## src/rtl/srb_pkg.sv

```systemverilog
package srb_pkg;

    typedef enum logic [2:0] {
        BK_RO = 3'd0,
        BK_WO = 3'd1,
        BK_RW = 3'd2,
        BK_SC = 3'd3,
        BK_LL = 3'd4,
        BK_LH = 3'd5,
        BK_LT = 3'd6
    } bit_kind_e;

    localparam int DEF_WIDTH = 8;

    // bit7 .. bit0
    localparam logic [3*DEF_WIDTH-1:0] DEF_KINDS =
        {BK_LT, BK_LT, BK_LH, BK_LL, BK_SC, BK_RW, BK_WO, BK_RO};

    localparam logic [DEF_WIDTH-1:0] DEF_RST = 8'h10;

endpackage

```

## src/rtl/srb_ctrl_cell.sv

```systemverilog
module srb_ctrl_cell #(
    parameter srb_pkg::bit_kind_e KIND      = srb_pkg::BK_RW,
    parameter logic               RST_BIT   = 1'b0,
    parameter int                 SC_CYCLES = 8
) (
    input  logic clk_i,
    input  logic rst_i,
    input  logic wr_i,
    input  logic wbit_i,
    input  logic done_i,
    output logic q_o
);
    import srb_pkg::*;

    localparam int             CW  = (SC_CYCLES < 2) ? 1 : $clog2(SC_CYCLES + 1);
    localparam logic [CW-1:0]  LIM = CW'(SC_CYCLES - 1);

    typedef struct packed {
        logic          q;
        logic [CW-1:0] cnt;
    } ctrl_st_t;

    ctrl_st_t s_d, s_q;

    always_comb begin
        s_d = s_q;
        if (wr_i) begin
            s_d.q   = wbit_i;
            s_d.cnt = '0;
        end else if (KIND == BK_SC && s_q.q) begin
            if (done_i || s_q.cnt == LIM) begin
                s_d.q   = 1'b0;
                s_d.cnt = '0;
            end else begin
                s_d.cnt = s_q.cnt + 1'b1;
            end
        end
    end

    always_ff @(posedge clk_i) begin
        if (rst_i) begin
            s_q.q   <= RST_BIT;
            s_q.cnt <= '0;
        end else begin
            s_q <= s_d;
        end
    end

    assign q_o = s_q.q;

    // a write lands in the stored bit at the next edge
    a_r3_write_lands: assert property (@(posedge clk_i) disable iff (rst_i)
        wr_i |=> (s_q.q == $past(wbit_i)));

    if (KIND == BK_SC) begin : g_sc
        // done pulse ends the operation early
        a_r5_done_ends: assert property (@(posedge clk_i) disable iff (rst_i)
            (s_q.q && done_i && !wr_i) |=> !s_q.q);
        // the lifetime counter stays within the configured window
        a_r4_cnt_in_window: assert property (@(posedge clk_i) disable iff (rst_i)
            s_q.q |-> (s_q.cnt <= LIM));
    end

endmodule

```

## src/rtl/srb_latch_cell.sv

```systemverilog
module srb_latch_cell #(
    parameter srb_pkg::bit_kind_e KIND    = srb_pkg::BK_LL,
    parameter logic               RST_BIT = 1'b0
) (
    input  logic clk_i,
    input  logic rst_i,
    input  logic live_i,
    input  logic rd_i,
    output logic val_o,
    output logic pend_o
);
    import srb_pkg::*;

    typedef struct packed {
        logic q;
        logic lat;
        logic prv;
    } latch_st_t;

    latch_st_t s_d, s_q;
    logic      chg;

    always_comb begin
        s_d     = s_q;
        s_d.prv = live_i;
        chg     = live_i ^ s_q.prv;
        if (KIND == BK_LL) begin
            s_d.q = rd_i ? live_i : (s_q.q & live_i);
        end else if (KIND == BK_LH) begin
            s_d.q = rd_i ? live_i : (s_q.q | live_i);
        end else if (rd_i || !s_q.lat) begin
            // reload on read; while unlatched, follow and arm on a change
            s_d.q   = live_i;
            s_d.lat = chg;
        end
    end

    always_ff @(posedge clk_i) begin
        if (rst_i) begin
            s_q.q   <= RST_BIT;
            s_q.lat <= 1'b0;
            s_q.prv <= RST_BIT;
        end else begin
            s_q <= s_d;
        end
    end

    assign val_o  = s_q.q;
    assign pend_o = s_q.lat;

    // the edge of a read reloads the live level seen at that edge
    a_r9_read_reloads: assert property (@(posedge clk_i) disable iff (rst_i)
        rd_i |=> (s_q.q == $past(live_i)));

    if (KIND == BK_LL) begin : g_ll
        a_r6_low_sticks: assert property (@(posedge clk_i) disable iff (rst_i)
            (!rd_i && !s_q.q) |=> !s_q.q);
    end else if (KIND == BK_LH) begin : g_lh
        a_r7_high_sticks: assert property (@(posedge clk_i) disable iff (rst_i)
            (!rd_i && s_q.q) |=> s_q.q);
    end else begin : g_lt
        a_r8_pending_holds: assert property (@(posedge clk_i) disable iff (rst_i)
            (s_q.lat && !rd_i) |=> (s_q.lat && $stable(s_q.q)));
    end

endmodule

```

## src/rtl/srb_status_bank.sv

```systemverilog
module srb_status_bank #(
    parameter int                 WIDTH     = srb_pkg::DEF_WIDTH,
    parameter logic [3*WIDTH-1:0] KINDS     = srb_pkg::DEF_KINDS,
    parameter logic [WIDTH-1:0]   RST_VAL   = srb_pkg::DEF_RST,
    parameter int                 SC_CYCLES = 8
) (
    input  logic             clk_i,
    input  logic             rst_i,
    input  logic [WIDTH-1:0] status_i,
    input  logic             rd_i,
    input  logic             wr_i,
    input  logic [WIDTH-1:0] wdata_i,
    input  logic [WIDTH-1:0] done_i,
    input  logic [WIDTH-1:0] irq_en_i,
    output logic [WIDTH-1:0] rdata_o,
    output logic [WIDTH-1:0] ctrl_o,
    output logic             irq_o
);
    import srb_pkg::*;

    logic [WIDTH-1:0] pend;
    logic [WIDTH-1:0] unused_bits;

    for (genvar i = 0; i < WIDTH; i++) begin : g_bit
        localparam bit_kind_e KIND = bit_kind_e'(KINDS[3*i +: 3]);

        if (KIND == BK_WO || KIND == BK_RW || KIND == BK_SC) begin : g_ctrl
            logic q;
            srb_ctrl_cell #(
                .KIND      (KIND),
                .RST_BIT   (RST_VAL[i]),
                .SC_CYCLES (SC_CYCLES)
            ) cell_i (
                .clk_i  (clk_i),
                .rst_i  (rst_i),
                .wr_i   (wr_i),
                .wbit_i (wdata_i[i]),
                .done_i (done_i[i]),
                .q_o    (q)
            );
            assign rdata_o[i]     = (KIND == BK_WO) ? 1'b0 : q;
            assign ctrl_o[i]      = q;
            assign pend[i]        = 1'b0;
            assign unused_bits[i] = status_i[i];
        end else if (KIND == BK_LL || KIND == BK_LH || KIND == BK_LT) begin : g_latch
            logic v, p;
            srb_latch_cell #(
                .KIND    (KIND),
                .RST_BIT (RST_VAL[i])
            ) cell_i (
                .clk_i  (clk_i),
                .rst_i  (rst_i),
                .live_i (status_i[i]),
                .rd_i   (rd_i),
                .val_o  (v),
                .pend_o (p)
            );
            assign rdata_o[i]     = v;
            assign ctrl_o[i]      = 1'b0;
            assign pend[i]        = (KIND == BK_LT) ? p : 1'b0;
            assign unused_bits[i] = wdata_i[i] ^ done_i[i];
        end else begin : g_ro
            assign rdata_o[i]     = (KIND == BK_RO) ? status_i[i] : 1'b0;
            assign ctrl_o[i]      = 1'b0;
            assign pend[i]        = 1'b0;
            assign unused_bits[i] = wdata_i[i] ^ done_i[i];
        end
    end

    assign irq_o = |(pend & irq_en_i);

    // a read with no coincident input change leaves nothing pending
    a_r10_read_drops_irq: assert property (@(posedge clk_i) disable iff (rst_i)
        (rd_i && !$past(rst_i) && $stable(status_i)) |=> !irq_o);

    // during reset no control bit from a zero reset value is driven
    a_r11_reset_ctrl: assert property (@(posedge clk_i)
        rst_i |=> ((ctrl_o & ~RST_VAL) == '0 || rst_i == 1'b0));

endmodule

```

## config.mk

```make
export PLATFORM = sky130hd
export DESIGN_NAME = srb_status_bank
export DESIGN_NICKNAME = d
export VERILOG_FILES = /design/src/rtl/srb_pkg.sv /design/src/rtl/srb_ctrl_cell.sv /design/src/rtl/srb_latch_cell.sv /design/src/rtl/srb_status_bank.sv
export SDC_FILE = /design/constraint.sdc
export NUM_CORES = 1
export LEC_CHECK = 0
export ABC_CLOCK_PERIOD_IN_PS = 2800
export CAP_MARGIN = 20
export CORE_ASPECT_RATIO = 0.75
export CORE_UTILIZATION = 36
export DETAILED_ROUTE_END_ITERATION = 6
export MAX_ROUTING_LAYER = met4
export PLACE_DENSITY_LB_ADDON = 0.3
export SYNTH_ARGS = -nofsm -noshare
export SYNTH_HDL_FRONTEND = slang
export SYNTH_SLANG_ARGS = --single-unit
```

## constraint.sdc

```tcl
create_clock -name clk_i -period 2.8 [get_ports clk_i]
set_input_delay 0.56 -clock clk_i [delete_from_list [all_inputs] [get_ports clk_i]]
set_output_delay 0.56 -clock clk_i [all_outputs]
set_load 0.01 [all_outputs]
```

## Word level (Yosys, flattened, before mapping)

Index checks and enable logic that the tools add are counted.

- Bitwise logic cells: 5
- Add/sub/neg operators: 1
- Multiplexer cells: 6
- Reduce and logical (&&, ||, !) cells: 7
- Equal/unequal tests: 1

Operators by type and width:

| operator | number |
|---|---|
| two-way mux 5 bit | 2 |
| AND 8 bit | 1 |
| OR reduction 8 bit | 1 |
| adder 4 x 1 -> 4 bit (second input constant) | 1 |
| == test 4 x 3 -> 1 bit (second input constant) | 1 |
| two-way mux 4 bit | 1 |
| logical OR 1 bit | 3 |
| two-way mux 1 bit | 3 |
| zero test 1 bit | 2 |
| OR reduction 2 bit | 1 |
| XOR 1 bit | 2 |
| AND 1 bit | 1 |
| bitwise OR 1 bit | 1 |

- Input port bits: 36
- Register bits: 15
- Word-level logic and storage cells: 32
- Output and inout port bits: 17

## Longest topological paths before layout

Gate-level depths: netlist of the first run.

- Depth in word-level cells: 5
- Depth in mapped cells: 4
- Mapped depth without buffers: 4

## By module

Synthesis of the first run repeated with hierarchy kept, for this count alone.

- Cells, all modules: 81
- Area total of the unflattened synthesis: 749.5 µm²

Modules (own cells, without submodules):

| module | area an instance (µm²) | cells each | seq. area each (µm²) | instances |
|---|---|---|---|---|
| srb_ctrl_cell at g_bit[3].g_ctrl.cell_i | 241.5 | 28 | 100.1 | 1 |
| srb_latch_cell at g_bit[6].g_latch.cell_i ... | 107.6 | 9 | 60.1 | 2 |
| srb_status_bank | 132.6 | 18 | 0.0 | 1 |
| srb_ctrl_cell at g_bit[1].g_ctrl.cell_i ... | 33.8 | 3 | 20.0 | 2 |
| srb_latch_cell at g_bit[5].g_latch.cell_i | 50.0 | 6 | 20.0 | 1 |
| srb_latch_cell at g_bit[4].g_latch.cell_i | 42.5 | 5 | 20.0 | 1 |

## Worst setup path before layout of the first run

No wires, ideal clock.

- Path kind: input-to-output
- Start point: input irq_en_i[6]
- End point: output irq_o
- Arrival time: 803 ps
- Stages on the path: 1
- Path slack: 1437 ps
- Cell sequence: a22o_1

- Longest elaborated chain between the ends: 2

RTL lines:

| item | RTL line | text |
|---|---|---|
| from (decl) | srb_status_bank.sv:14 | `input logic [WIDTH-1:0] irq_en_i,` |
| AND 8 bit | srb_status_bank.sv:70 | `assign irq_o = \|(pend & irq_en_i);` |
| OR reduction 8 bit | srb_status_bank.sv:70 |  |
| to (decl) | srb_status_bank.sv:17 | `output logic irq_o` |

Every way passes these cells.

## Worst setup path after layout of the first run

Ends and elaborated chain as after synthesis.

==> parameters.txt, run 1 <==
Parameter                              Value

Placed design
  Detailed placement HPWL    approximately 920 um
  Final RePlAce weighted congestion    between 0.7 and 0.8
  Buffers on Ports    23
  DP Worst Slack    0.559 ns

Floorplanning
  Core area    ~1800 sq um
  Die Y    between 40 and 50 um
  Initial core utilization    0.398
  Horizontal extent of the die    ~54 um
  Overall die area    around 2200 sq um
  Std-Cell Rows    13
  Number of placed I/O pins    53

Clock network
  Post-CTS clock slew at the launch and capture registers of the worst setup and hold paths    0.09 ns
  Buffer levels on the longest clock path    2
  Post-CTS setup-driven buffer insertion count    0
  H-Tree Depth    1
  CTS Root Cell    sky130_fd_sc_hd__clkbuf_4
  Hold bufs inserted after CTS    0
  CTS tree    yes
  Number of sinks driven by the clock tree    15
  Number of buffers added by the clock tree synthesis step    3
  Gates resized, CTS repair    0
  Clock latency at the later pin of the worst-skew pair    between 0.2 and 0.3 ns

Timing
  Achievable Freq    between 400 and 500 MHz
  Skew final    0.00757 ns
  Final Setup Violations    0
  Worst-case setup margin in the final layout    about 0.56 ns
  Share of the cycle needed by the critical path after routing    0.802
  Unrepaired setup endpoints after global routing    no
  Fin. max-slew vios    0
  Total count of hold-check failures in the final report    0
  Setup_tns    0 ns
  Minimum clock period after layout    roughly 2.2 ns

Power
  Share of power burned in combinational logic    0.171
  Switching part of the total    0.236
  Sequential share of power    0.543
  Switching Power    0.0995 mW
  Clock network fraction of design power    0.286
  Pint    approximately 0.32 mW
  Power per cell area    ~470 nW/um^2
  Leakage power    around 0.36 nW
  VDD IR max    ~0.28 mV

Setup path
  Critical Path RT    roughly 2.2 ns
  Slowest cell delay on critical path    around 0.53 ns
  Cell repeated most along the worst path    sky130_fd_sc_hd__clkdlybuf4s50_1
  Critical path start-end classification    in -> out
  Chain of cells forming the critical path    clkdlybuf4s50_1, a22o_1, clkdlybuf4s50_1
  Crit-path slowest cell    sky130_fd_sc_hd__clkdlybuf4s50_1
  Worst path bufs/invs    2
  Max FO, Critical Path    1
  Crit end category    output port
  CP Launch Type    input pin
  Gate family responsible for the most delay along the worst path    buffers and inverters
  WP data arrival    1.68 ns

Finish
  Filler Cell Count    between 150 and 200
  Nets@finish    around 130
  Area growth, synth to finish    24.7%
  Fraction of final layout cells with drive strength greater than 1    0.0645
  Final core utilization    0.497
  Antenna diodes    0

Routing
  Initial DRC Count    10
  Via count    between 500 and 600
  Aggregate routed wire length    between 1000 and 1500 um
  Routed len/inst    between 10 and 15 um
  Post-route DRC violation count    0
  Post-detailed-route via-to-cell ratio    approximately 4.5
  Number of iterations in the first detailed-routing pass    3
  Number of antenna-violating nets in the routed design    0

Synth
  Cell area after synthesis    ~700 sq um
  Gate Count Post-Synth    78
  Mean area per synthesized cell    about 9.2 sq um
  Register bit count reported by yosys    15
  Sequential share of the synthesized area    0.417
  Number of warnings printed during yosys synthesis    0
  Number of distinct library cell variants in the gate-level netlist after synthesis    24

Global route
  GRT Total Usage    0.134
  Overall overflow remaining after global route    0
  Number of global-route vias before repair    approximately 440
  Wire length of the first global-routing pass    1880 um
  Largest net degree at the start of global routing    13
  Antenna violations before repair    0

Flow run
  Number of max-capacitance violations reported    0

Min path
  Class of the worst hold path    reg -> reg

Run status
  Result of the run    finished clean
-- through the flow --
step	cells	area [sq um]	power, mW	hold WS, ns
after floorplan	83	738	0.282	0.456
after global placement	111	871	0.306	0.467
after detailed placement	111	871	0.307	0.481
after CTS	115	897	0.428	0.501
after global routing	115	897	0.451	0.521
final	115	897	0.422	0.495
-- cell usage after synthesis --
| library cell | instances | area, sq um |
|---|---|---|
| sky130_fd_sc_hd__or2_4 | 1 | 8.76 |
| sky130_fd_sc_hd__buf_4 | 16 | 120 |
| sky130_fd_sc_hd__mux2i_1 | 4 | 40.0 |
| sky130_fd_sc_hd__nand2_1 | 3 | 11.3 |
| sky130_fd_sc_hd__a31oi_1 | 1 | 6.26 |
| sky130_fd_sc_hd__and4b_1 | 1 | 10.0 |
| sky130_fd_sc_hd__nand3b_1 | 3 | 22.5 |
| sky130_fd_sc_hd__a22oi_1 | 1 | 7.51 |
| sky130_fd_sc_hd__nand2b_1 | 3 | 18.8 |
| sky130_fd_sc_hd__a22o_1 | 1 | 8.76 |
| sky130_fd_sc_hd__nor2_1 | 6 | 22.5 |
| sky130_fd_sc_hd__a21oi_1 | 5 | 25.0 |
| sky130_fd_sc_hd__o21ai_1 | 2 | 10.0 |
| sky130_fd_sc_hd__ha_1 | 1 | 12.5 |
| sky130_fd_sc_hd__conb_1 | 1 | 3.75 |
| sky130_fd_sc_hd__o21ai_0 | 2 | 10.0 |
| sky130_fd_sc_hd__nand3_1 | 2 | 10.0 |
| sky130_fd_sc_hd__a21oi_2 | 1 | 8.76 |
| sky130_fd_sc_hd__nor2b_1 | 3 | 18.8 |
| sky130_fd_sc_hd__xnor2_1 | 2 | 17.5 |
| sky130_fd_sc_hd__buf_2 | 1 | 5.00 |
| sky130_fd_sc_hd__inv_1 | 2 | 7.51 |
| sky130_fd_sc_hd__nor2b_4 | 1 | 13.8 |
| sky130_fd_sc_hd__dfxtp_1 | 15 | 300 |
-- sequential cells by signal, summed over array words and instances, names as in the netlist --
name,cells
g_bit.g_ctrl.cell_i.s_q,4
g_bit.g_latch.cell_i.val_o,4
g_bit.g_ctrl.cell_i.q_o,3
g_bit.g_latch.cell_i.pend_o,2
g_bit.g_latch.cell_i.s_q,2
-- worst register-to-register path: stages, from the launching register on --
cell and delay (ns):
sky130_fd_sc_hd__dfxtp_1 0.39, sky130_fd_sc_hd__ha_1 0.20, sky130_fd_sc_hd__nand3b_1 0.16, sky130_fd_sc_hd__nand3_1 0.14
sky130_fd_sc_hd__a21oi_2 0.05
-- placed cells by master, fill, tap and decap left out --
cell | netlist | routed
sky130_fd_sc_hd__and4b_1 | 1 | 1
sky130_fd_sc_hd__nor2b_1 | 3 | 3
sky130_fd_sc_hd__a22oi_1 | 1 | 1
sky130_fd_sc_hd__nand2b_1 | 3 | 3
sky130_fd_sc_hd__or2_4 | 1 | 1
sky130_fd_sc_hd__a31oi_1 | 1 | 1
sky130_fd_sc_hd__a21oi_1 | 5 | 5
sky130_fd_sc_hd__clkdlybuf4s50_1 | 0 | 23
sky130_fd_sc_hd__inv_1 | 2 | 2
sky130_fd_sc_hd__xnor2_1 | 2 | 2
sky130_fd_sc_hd__a22o_1 | 1 | 1
sky130_fd_sc_hd__nand3_1 | 2 | 2
sky130_fd_sc_hd__nor2_1 | 6 | 6
sky130_fd_sc_hd__nor2b_4 | 1 | 1
sky130_fd_sc_hd__conb_1 | 1 | 6
sky130_fd_sc_hd__clkbuf_1 | 0 | 1
sky130_fd_sc_hd__o21ai_1 | 2 | 2
sky130_fd_sc_hd__clkbuf_4 | 0 | 3
sky130_fd_sc_hd__o21ai_0 | 2 | 2
sky130_fd_sc_hd__nand3b_1 | 3 | 3
sky130_fd_sc_hd__nand2_1 | 3 | 3
sky130_fd_sc_hd__mux2i_1 | 4 | 4
sky130_fd_sc_hd__ha_1 | 1 | 1
sky130_fd_sc_hd__dfxtp_1 | 15 | 15
sky130_fd_sc_hd__a21oi_2 | 1 | 1
-- power groups by stage --
stage / combinational [mW] / clock (mW) / sequential [mW]
CTS: 0.0727 / 0.126 / 0.230
finish: 0.0721 / 0.121 / 0.230
detailed placement: 0.0721 / 0 / 0.235
floorplan: 0.0489 / 0 / 0.233
global route: 0.0789 / 0.141 / 0.232
global placement: 0.0716 / 0 / 0.234
-- path summary, 6_finish.rpt --
path	cells after the start	to	slack (ns)	start
max	3	irq_o	0.56	irq_en_i[6]
min	2	g_bit[5].g_latch.cell_i.val_o	0.50	g_bit[5].g_latch.cell_i.val_o
max reg2reg	4	g_bit[3].g_ctrl.cell_i.s_q[3]	1.75	g_bit[3].g_ctrl.cell_i.s_q[0]
min reg2reg	2	g_bit[5].g_latch.cell_i.val_o	0.50	g_bit[5].g_latch.cell_i.val_o
-- cell type report --
class | instances | area (sq um) | area share
multi-input combinational | 49 | 305 | 0.340
tap | 22 | 27.5 | 0.0307
sequential | 15 | 300 | 0.335
inverter | 2 | 7.51 | 0.00837
timing repair buffer | 23 | 230 | 0.257
clock buffer | 4 | 26.3 | 0.0293
-- layer usage --
metal	part of all wire	wire, um	track usage
met3	0.058	71	0.0667
met1	0.51	624	0.163
met4	0.015	18	0.0592
met5	0	0	-
met2	0.41	504	0.184
-- logic make-up (layout without fill, tap and decap cells) --
family	count (synthesis)	count (layout)	synth area share
AND/OR/NAND/NOR	23	23	0.190
multiplexers	4	4	0.0557
buffers and inverters	19	29	0.184
flip-flops	15	15	0.417
AO/OA/AOI/OAI	13	13	0.106
XOR/XNOR	2	2	0.0244
adder cells (fa/ha/maj)	1	1	0.0174
other	1	6	0.00521
Power figures use the tool's default switching activity.
==> inputs of run 2 (changes only) <==
--- a/config.mk
+++ b/config.mk
@@ -5,10 +5,10 @@
 export SDC_FILE = /design/constraint.sdc
 export NUM_CORES = 1
 export LEC_CHECK = 0
-export ABC_CLOCK_PERIOD_IN_PS = 2800
+export ABC_CLOCK_PERIOD_IN_PS = 2200
 export CAP_MARGIN = 20
 export CORE_ASPECT_RATIO = 0.75
-export CORE_UTILIZATION = 36
+export CORE_UTILIZATION = 33
 export DETAILED_ROUTE_END_ITERATION = 6
 export MAX_ROUTING_LAYER = met4
 export PLACE_DENSITY_LB_ADDON = 0.3
==> constraint.sdc (replaced) <==
create_clock -name clk_i -period 2.2 [get_ports clk_i]
set_input_delay 0.44 -clock clk_i [delete_from_list [all_inputs] [get_ports clk_i]]
set_output_delay 0.44 -clock clk_i [all_outputs]
set_load 0.01 [all_outputs]
==> run 2 against run 1 <==
Setup slack got worse by 0.35 ns. Power increased by 29%. Via count increased by 2.7%. Sequential share of layout area decreased by 0.23 points. Critical path depth unchanged. First-iteration DRC count increased by 40%. Critical path type unchanged. Register-to-register slack got worse by 0.62 ns. Sequential power increased by 27%. Non-clock buffer count unchanged. Sequential cell count unchanged.
==> parameters.txt, run 2 (synthesis results as in run 1) <==
Parameter                              Value

Floorplanning
  Initial core utilization    0.354 (-0.0444)
  Overall die area    2370 sq um (+8.7%)
  Core area    2030 sq um (+13%)
  Horizontal extent of the die    55.9 um (+4.3%)
  Number of placed I/O pins    53 (unchanged)
  Std-Cell Rows    14 (+1)
  Die Y    42.4 um (+4.2%)

Setup path
  Worst Setup SP    irq_en_i[6]
  Max FO, Critical Path    1 (unchanged)
  Critical Path RT    1.76 ns (-0.48 ns)
  CP Launch Type    input pin
  WP data arrival    1.55 ns (-0.13 ns)
  Crit end category    output port
  Termination of the worst setup path    irq_o
  Capture point of the worst reg-to-reg path    g_bit[3].g_ctrl.cell_i.s_q[1]
  Launch instance of the worst register-to-register path    g_bit[3].g_ctrl.cell_i.s_q[0]
  R2R Setup Slk    1.13 ns (-0.62 ns)
  Critical path start-end classification    in -> out
  Worst-case reg-to-reg path depth    4 (unchanged)

Finish
  Fraction of final layout cells with drive strength greater than 1    0.0753 (+0.0108)
  Antenna diodes    0 (unchanged)
  Area growth, synth to finish    25.6%
  Filler Cell Count    216 (+17%)
  Final instance count without filler cells    117 (+1.7%)
  Final core utilization    0.445 (-0.0523)
  Most common library cell in the layout ignoring fill and taps    sky130_fd_sc_hd__clkdlybuf4s50_1
  Leading cell types in the layout, fill and taps excluded    sky130_fd_sc_hd__clkdlybuf4s50_1, sky130_fd_sc_hd__dfxtp_1, sky130_fd_sc_hd__nor2_1, sky130_fd_sc_hd__conb_1, sky130_fd_sc_hd__a21oi_1
  Nets@finish    131 (unchanged)

Placed design
  Detailed placement HPWL    915 um (-0.87%)
  Buffers on Ports    23 (unchanged)
  Final RePlAce weighted congestion    0.827 (+17%)
  Number of placed instances, taps included    113 (+1.8%)

Routing
  Number of antenna-violating nets in the routed design    0 (unchanged)
  Number of iterations in the first detailed-routing pass    4 (+1)
  Metal2 WL    556 um (+10%)
  Aggregate routed wire length    1200 um (-1.9%)
  Met3 wire length    81 um (+14%)
  Post-route DRC violation count    0 (unchanged)
  Highest metal layer with signal wires    met3
  Routed len/inst    10.2 um (-3.6%)
  Post-detailed-route via-to-cell ratio    4.57 (+0.93%)
  Initial DRC Count    14 (+4)
  Via count    535 (+2.7%)
  Total routed wire length on the met1 layer    559 um (-10%)

Clock network
  Post-CTS clock slew at the launch and capture registers of the worst setup and hold paths    0.10 ns (about the same)
  CTS Root Cell    sky130_fd_sc_hd__clkbuf_4
  Hold bufs inserted after CTS    0 (unchanged)
  Number of buffers added by the clock tree synthesis step    3 (unchanged)
  Buffer levels on the longest clock path    2 (unchanged)
  H-Tree Depth    1 (unchanged)
  Post-CTS setup-driven buffer insertion count    0 (unchanged)
  Clock latency at the later pin of the worst-skew pair    0.29 ns (about the same)
  Number of sinks driven by the clock tree    15 (unchanged)
  Gates resized, CTS repair    0 (unchanged)
  CTS tree    yes

Power
  Overall power consumption    0.545 mW (+29%)
  Leakage power    0.355 nW (-0.29%)
  VDD IR max    0.564 mV (+100%)
  Power per cell area    603 nW/um^2 (+28%)

Global route
  Antenna violations before repair    0 (unchanged)
  Largest net degree at the start of global routing    13 (unchanged)
  Number of global-route vias before repair    489 (+10%)
  Overall overflow remaining after global route    0 (unchanged)
  Wire length of the first global-routing pass    2010 um (+7.0%)
  GRT Total Usage    0.115 (-0.0192)

Run status
  Result of the run    finished clean

Min path
  Class of the worst hold path    reg -> reg

Timing
  Final Setup Violations    0 (unchanged)
  Achievable Freq    roughly 500 MHz
  Fin. max-slew vios    0 (unchanged)
  Share of the cycle needed by the critical path after routing    0.905
  Setup_tns    0 ns (unchanged)
  Skew final    0.00976 ns (+0.00219 ns)
  Worst slack on hold paths    0.500 ns (+0.00474 ns)
  Total count of hold-check failures in the final report    0 (unchanged)
  Minimum clock period after layout    ~2.0 ns
  Unrepaired setup endpoints after global routing    no

Flow run
  Number of max-capacitance violations reported    0 (unchanged)
==> run 2: power by group <==
| group | switching (mW) | total, mW | internal (mW) |
|---|---|---|---|
| Clock | 0.0919 | 0.161 | 0.0690 |
| Sequential | 0.00710 | 0.292 | 0.285 |
| Combinational | 0.0361 | 0.0916 | 0.0555 |
==> run 2: final cells by class <==
type / instances / area (sq um) / area share
clock inverter: 1 / 7.51 / 0.00831
multi-input combinational: 49 / 305 / 0.338
sequential: 15 / 300 / 0.332
clock buffer: 3 / 22.5 / 0.0249
timing repair buffer: 23 / 230 / 0.255
inverter: 2 / 7.51 / 0.00831
tap: 24 / 30.0 / 0.0332
==> run 2: metrics by stage <==
step                setup slack [ns]  instance area (sq um)
finish                         0.209                    903
floorplan                       1.08                    738
global placement               0.205                    873
detailed placement             0.202                    873
CTS                            0.199                    903
global route                   0.189                    903
==> run 2: how the worst min path moves through the flow <==
| stage | endpoint | depth (start not counted) | startpoint |
|---|---|---|---|
| global placement | g_bit[5].g_latch.cell_i.val_o | 2 | g_bit[5].g_latch.cell_i.val_o |
| global route | g_bit[3].g_ctrl.cell_i.s_q[0] | 2 | g_bit[3].g_ctrl.cell_i.s_q[0] |
| CTS | g_bit[3].g_ctrl.cell_i.s_q[0] | 2 | g_bit[3].g_ctrl.cell_i.s_q[0] |
| floorplan | g_bit[5].g_latch.cell_i.val_o | 2 | g_bit[5].g_latch.cell_i.val_o |
| detailed placement | g_bit[6].g_latch.cell_i.val_o | 2 | g_bit[6].g_latch.cell_i.val_o |
| finish | g_bit[7].g_latch.cell_i.val_o | 2 | g_bit[7].g_latch.cell_i.val_o |
==> run 2: metal layers <==
layer  track usage  up-vias
met1         0.130      239
met3        0.0401        0
met5             -        -
met4        0.0585        0
met2         0.181       29
li1              -      267
==> run 2: worst max-delay path, stage by stage <==
cell                              delay [ns]
sky130_fd_sc_hd__clkdlybuf4s50_1        0.45
sky130_fd_sc_hd__a22o_1                 0.13
sky130_fd_sc_hd__clkdlybuf4s50_1        0.53
